## src/rtl/wdk_pkg.sv

```systemverilog
package wdk_pkg;
  localparam int unsigned WORD_W = 32;
  localparam int unsigned OFS_W  = 8;

  localparam logic [OFS_W-1:0] OFS_START  = 8'h00;
  localparam logic [OFS_W-1:0] OFS_COUNT  = 8'h04;
  localparam logic [OFS_W-1:0] OFS_CTRL   = 8'h08;
  localparam logic [OFS_W-1:0] OFS_CLEAR  = 8'h0C;
  localparam logic [OFS_W-1:0] OFS_STATUS = 8'h10;
  localparam logic [OFS_W-1:0] OFS_LOCK   = 8'h40;

  localparam logic [WORD_W-1:0] OPEN_KEY = 32'h1ACC_E551;

  localparam int unsigned CTRL_RUN_BIT = 0;
  localparam int unsigned CTRL_ESC_BIT = 1;
  localparam int unsigned CLEAR_BIT    = 0;

  typedef struct packed {
    logic esc_en;
    logic run;
  } ctrl_t;
endpackage

```

## src/rtl/wdk_regfile.sv

```systemverilog
module wdk_regfile
  import wdk_pkg::*;
#(
  parameter int unsigned DW = WORD_W,
  parameter int unsigned AW = OFS_W
) (
  input  logic          clk,
  input  logic          rst_n,
  input  logic          psel,
  input  logic          penable,
  input  logic          pwrite,
  input  logic [AW-1:0] paddr,
  input  logic [DW-1:0] pwdata,
  output logic          locked,
  output ctrl_t         ctrl,
  output logic [DW-1:0] start_val,
  output logic          start_wr,
  output logic          clear_wr
);
  logic wr_any, wr_open;

  assign wr_any   = psel & penable & pwrite;
  assign wr_open  = wr_any & ~locked;
  assign start_wr = wr_open & (paddr == AW'(OFS_START));
  assign clear_wr = wr_open & (paddr == AW'(OFS_CLEAR)) & pwdata[CLEAR_BIT];

  always_ff @(posedge clk or negedge rst_n) begin
    if (!rst_n) begin
      locked    <= 1'b1;
      ctrl      <= '0;
      start_val <= '1;
    end else begin
      if (wr_any && paddr == AW'(OFS_LOCK))
        locked <= (pwdata != DW'(OPEN_KEY));
      if (wr_open && paddr == AW'(OFS_CTRL)) begin
        ctrl.run    <= pwdata[CTRL_RUN_BIT];
        ctrl.esc_en <= pwdata[CTRL_ESC_BIT];
      end
      if (start_wr)
        start_val <= pwdata;
    end
  end
endmodule

```

## src/rtl/wdk_counter.sv

```systemverilog
module wdk_counter #(
  parameter int unsigned DW = 32
) (
  input  logic          clk,
  input  logic          rst_n,
  input  logic          run,
  input  logic          start_wr,
  input  logic [DW-1:0] wr_data,
  input  logic          clear_wr,
  input  logic [DW-1:0] start_val,
  output logic [DW-1:0] count,
  output logic          expire
);
  logic at_zero;

  assign at_zero = (count == '0);
  // bus writes take precedence; an expiry is only signalled when no write reloads
  assign expire  = run & at_zero & ~start_wr & ~clear_wr;

  always_ff @(posedge clk or negedge rst_n) begin
    if (!rst_n)
      count <= '1;
    else if (start_wr)
      count <= wr_data;
    else if (clear_wr)
      count <= start_val;
    else if (run)
      count <= at_zero ? start_val : count - 1'b1;
  end
endmodule

```

## src/rtl/wdk_escalate.sv

```systemverilog
module wdk_escalate (
  input  logic clk,
  input  logic rst_n,
  input  logic expire,
  input  logic clear_wr,
  input  logic esc_en,
  output logic irq,
  output logic rst_req
);
  always_ff @(posedge clk or negedge rst_n) begin
    if (!rst_n) begin
      irq     <= 1'b0;
      rst_req <= 1'b0;
    end else begin
      if (clear_wr)
        irq <= 1'b0;
      else if (expire)
        irq <= 1'b1;
      if (expire && irq && esc_en)
        rst_req <= 1'b1;
    end
  end
endmodule

```

## src/rtl/keyed_wdog.sv

```systemverilog
module keyed_wdog
  import wdk_pkg::*;
#(
  parameter int unsigned DW = WORD_W,
  parameter int unsigned AW = OFS_W
) (
  input  logic          clk,
  input  logic          rst_n,
  input  logic          psel,
  input  logic          penable,
  input  logic          pwrite,
  input  logic [AW-1:0] paddr,
  input  logic [DW-1:0] pwdata,
  output logic [DW-1:0] prdata,
  output logic          pready,
  output logic          irq,
  output logic          rst_req
);
  logic          locked;
  ctrl_t         ctrl;
  logic [DW-1:0] start_val;
  logic          start_wr;
  logic          clear_wr;
  logic [DW-1:0] count;
  logic          expire;

  wdk_regfile #(.DW(DW), .AW(AW)) u_regs (
    .clk(clk), .rst_n(rst_n), .psel(psel), .penable(penable), .pwrite(pwrite),
    .paddr(paddr), .pwdata(pwdata), .locked(locked), .ctrl(ctrl),
    .start_val(start_val), .start_wr(start_wr), .clear_wr(clear_wr)
  );

  wdk_counter #(.DW(DW)) u_cnt (
    .clk(clk), .rst_n(rst_n), .run(ctrl.run), .start_wr(start_wr),
    .wr_data(pwdata), .clear_wr(clear_wr), .start_val(start_val),
    .count(count), .expire(expire)
  );

  wdk_escalate u_esc (
    .clk(clk), .rst_n(rst_n), .expire(expire), .clear_wr(clear_wr),
    .esc_en(ctrl.esc_en), .irq(irq), .rst_req(rst_req)
  );

  assign pready = 1'b1;

  always_comb begin
    prdata = '0;
    if (paddr == AW'(OFS_START))       prdata = start_val;
    else if (paddr == AW'(OFS_COUNT))  prdata = count;
    else if (paddr == AW'(OFS_CTRL))   prdata = DW'(ctrl);
    else if (paddr == AW'(OFS_STATUS)) prdata = DW'(irq);
    else if (paddr == AW'(OFS_LOCK))   prdata = DW'(locked);
  end
endmodule

```

## config.mk

```make
export PLATFORM = sky130hd
export DESIGN_NAME = keyed_wdog
export DESIGN_NICKNAME = d
export VERILOG_FILES = /design/src/rtl/wdk_pkg.sv /design/src/rtl/wdk_regfile.sv /design/src/rtl/wdk_counter.sv /design/src/rtl/wdk_escalate.sv /design/src/rtl/keyed_wdog.sv
export SDC_FILE = /design/constraint.sdc
export NUM_CORES = 1
export LEC_CHECK = 0
export ABC_CLOCK_PERIOD_IN_PS = 7700
export CORE_ASPECT_RATIO = 1.25
export CORE_MARGIN = 5
export CORE_UTILIZATION = 30
export DETAILED_ROUTE_END_ITERATION = 12
export GPL_TIMING_DRIVEN = 1
export PLACE_DENSITY = 0.56
export SLEW_MARGIN = 20
export SYNTH_ARGS = -nofsm -noshare
export SYNTH_HDL_FRONTEND = slang
export SYNTH_SLANG_ARGS = --single-unit
export TNS_END_PERCENT = 1
```

## constraint.sdc

```tcl
create_clock -name clk -period 7.7 [get_ports clk]
set_clock_uncertainty 0.1 [all_clocks]
set_input_delay 1.54 -clock clk [delete_from_list [all_inputs] [get_ports clk]]
set_output_delay 1.54 -clock clk [all_outputs]
set_load 0.01 [all_outputs]
```

==> results.toml <==
[outcome]
outcome = "finished, final reports clean"

[finish]
final_common_cell = "nand2_1"
num_antenna_cells = 0
finalNetCount = 639
area_delta_synth_final_pct = 28.35
final_area_mm2 = 0.005857
fillers = 1482
multi_input_area_mm2 = 0.002566
drive_gt1_frac = 0.2044
final_cell_mix = "nand2_1 (122), clkdlybuf4s50_1 (77), dfstp_2 (65)"
regArea_mm2 = 0.001808

[timing]
period_share = 0.7434
maxSlewViolCount = 0
rsz0062_at_grt = "no"
tightestPinTransition_ns = 0.9017
period_needed_ns = 5.724
max_freq_mhz = 174.7
hold_viol = 0
slew_headroom = 0.3989
fin_hold_ws_ns = 0.3653
fin_tns_setup_ns = 0
finalSetupViolations = 0

[yosys]
avgSynthCellArea_um2 = 8.642
ys_ff_latch = 69
netlist_area_mm2 = 0.004563
ys_warn_count = 0
syn_inst = 528
synthArstFlopShare = 1.000
synth_cell_types = 69
syn-num-nets = 575
synthFlopType = "dfstp_2"
synth_edf_count = 0
synth-seq-area-share = 0.3962

[routing]
num_vias = 4382
drtIter0Drc = 243
drc = 0
wl_mm = 15.09
antenna_left = 0
wl_per_cell_um = 19.38
viasPerCell = 5.625
drtPass1Iterations = 4

[min_path]
hp-start = "u_regs.start_val[26]$_DFFE_PN1P_"
hold_path_class = "flip-flop to flip-flop"
hold_depth = 2
whs_endpoint = "u_regs.start_val[26]$_DFFE_PN1P_"

[worst_setup_path]
slowest_delay_ns = 0.56
reg2reg_to = "u_cnt.count[17]$_DFFE_PN1P_"
worstPathMaxFanout = 17
crit_chain = "clkdlybuf4s50_1 -> nor4_1 -> nand2_1 -> nor3_2 -> buf_4 -> a22oi_1 -> o21ai_0 -> clkdlybuf4s50_1"
crit_path_frequent_cell = "clkdlybuf4s50_1"
r2r-start = "u_regs.locked$_DFFE_PN1P_"
crit_required_ns = 6.06
critPathKind = "input port to primary output"
cp-end-kind = "primary output"
r2r_setup_slack_ns = 4.62
rr_worst_depth = 7
cp-start-kind = "input port"
crit_slowest_cell = "clkdlybuf4s50_1"
cp.arrival_ns = 4.08

[floorplan]
fp-row-count = 50
core-area_mm2 = 0.01495
dieArea_mm2 = 0.01779
die_w_um = 120.3
ios = 80
die_y_um = 147.9
initial_core_util = 0.3052

[clocking]
postCtsHoldBufs = 0
cts_root_buffer = "clkbuf_16"
clockBufferDepth = 2
htree_levels = 3
clk_latency_ns = 0.34
ctsResizeCount = 0
numCtsBuffers = 9
clock-sinks = 69
post_cts.repair.setup_buffers = 0
cts.clk_slew.worst_paths_ns = 0.06
cts_tree = "built"

[pwr]
p_leak_uw = 0.002309
power.density_mw_per_mm2 = 188.2
p_comb_frac = 0.158
power.share.switching = 0.2671
switchingPower_uw = 294.5
max-vdd-ir-drop_uv = 72.49
finalPower_uw = 1102
power.internal_uw = 807.9
p_seq_frac = 0.390
p_clk_frac = 0.452

[global_route]
grt_pass1_wl_mm = 24.10
antenna_found_initial = 0
grt_max_degree = 70
grt_usage = 0.1705
grt_pass1_vias = 4438
grt_remaining_overflow = 0

[placed_design]
post_dp_cell_area_mm2 = 0.005498
gp_congestion = 0.8812
dp_hpwl_mm = 10.81
port-buffer-count = 78

[job]
max-cap-violations = 0
-- synth_stat cells (5+ instances only) --
| master | number | share of area |
|---|---|---|
| clkbuf_1 | 17 | 0.014 |
| nor2_1 | 27 | 0.022 |
| nand4_1 | 7 | 0.0096 |
| xor2_1 | 9 | 0.017 |
| buf_2 | 13 | 0.014 |
| mux2i_1 | 8 | 0.018 |
| a21oi_1 | 15 | 0.016 |
| or3_1 | 8 | 0.011 |
| o21ai_1 | 7 | 0.0077 |
| a31oi_1 | 7 | 0.0096 |
| nand3_1 | 16 | 0.018 |
| o21ai_0 | 23 | 0.025 |
| xnor2_1 | 5 | 0.0096 |
| inv_1 | 7 | 0.0058 |
| a22o_1 | 30 | 0.058 |
| dfstp_2 | 65 | 0.37 |
| nor4_1 | 15 | 0.021 |
| nand2_1 | 122 | 0.10 |
| nand4b_1 | 7 | 0.013 |
| a22oi_1 | 10 | 0.016 |
| nor3_1 | 17 | 0.019 |
-- power groups by stage --
stage,Sequential (uW),Clock [uW],Combinational [uW]
6_report,430,498,174
5_1_grt,435,523,194
4_1_cts,429,508,174
3_5_place_dp,434,0,174
3_3_place_gp,433,0,170
2_1_floorplan,416,0,121
-- flip-flops by register name, indices dropped and copies added, names as in the netlist --
register,count
u_cnt.count,32
u_regs.start_val,32
u_regs.ctrl,2
u_esc.irq,1
u_esc.rst_req,1
u_regs.locked,1
-- per-layer routing --
metal / vias to the layer above / part of all wire / track usage
li1: 2078 / - / -
met1: 2138 / 0.41 / 0.2105
met2: 140 / 0.52 / 0.2985
met3: 26 / 0.048 / 0.02832
met4: 0 / 0.023 / 0.06236
met5: - / 0 / 0
-- area by class of cell --
class                      count  share of cell area
multi-input combinational    414              0.4382
sequential                    69              0.3087
timing repair buffer          90              0.1478
clock buffer                  11             0.04315
tap                          182             0.03888
clock inverter                 5             0.01816
inverter                       8            0.005127
-- worst max-delay path, delay by kind of cell --
kind                   cells  cell delay, ns
AND/OR/NAND/NOR            3            1.06
buffers and inverters      3            1.27
AO/OA/AOI/OAI              2            0.20
-- worst max-delay path by stage --
stage / startpoint / endpoint / slack, ns
3_3_place_gp: paddr[1] / prdata[0] / 2.04
5_1_grt: paddr[1] / prdata[0] / 1.74
6_report: paddr[1] / prdata[0] / 1.98
4_1_cts: paddr[1] / prdata[0] / 1.97
3_5_place_dp: paddr[1] / prdata[0] / 2.00
2_1_floorplan: paddr[1] / prdata[10] / 3.07
-- metrics by stage --
| stage | util | setup WS, ns | std cells |
|---|---|---|---|
| after global routing | 0.3917 | 1.739 | 779 |
| final | 0.3917 | 1.976 | 779 |
| after floorplan | - | 3.074 | 528 |
| after global placement | 0.3677 | 2.036 | 763 |
| after detailed placement | 0.3677 | 1.995 | 763 |
| after CTS | 0.3917 | 1.970 | 779 |
-- cell families (layout without fill, tap and decap cells) --
family	Yosys count	after routing	share of synthesized area
AND/OR/NAND/NOR	254	254	0.2907
AO/OA/AOI/OAI	132	132	0.2098
flip-flops	69	69	0.3962
buffers and inverters	45	114	0.04524
XOR/XNOR	14	14	0.02687
multiplexers	11	11	0.02495
adder cells (fa/ha/maj)	2	2	0.005483
other	1	1	0.0008218
Power figures use the tool's default switching activity.
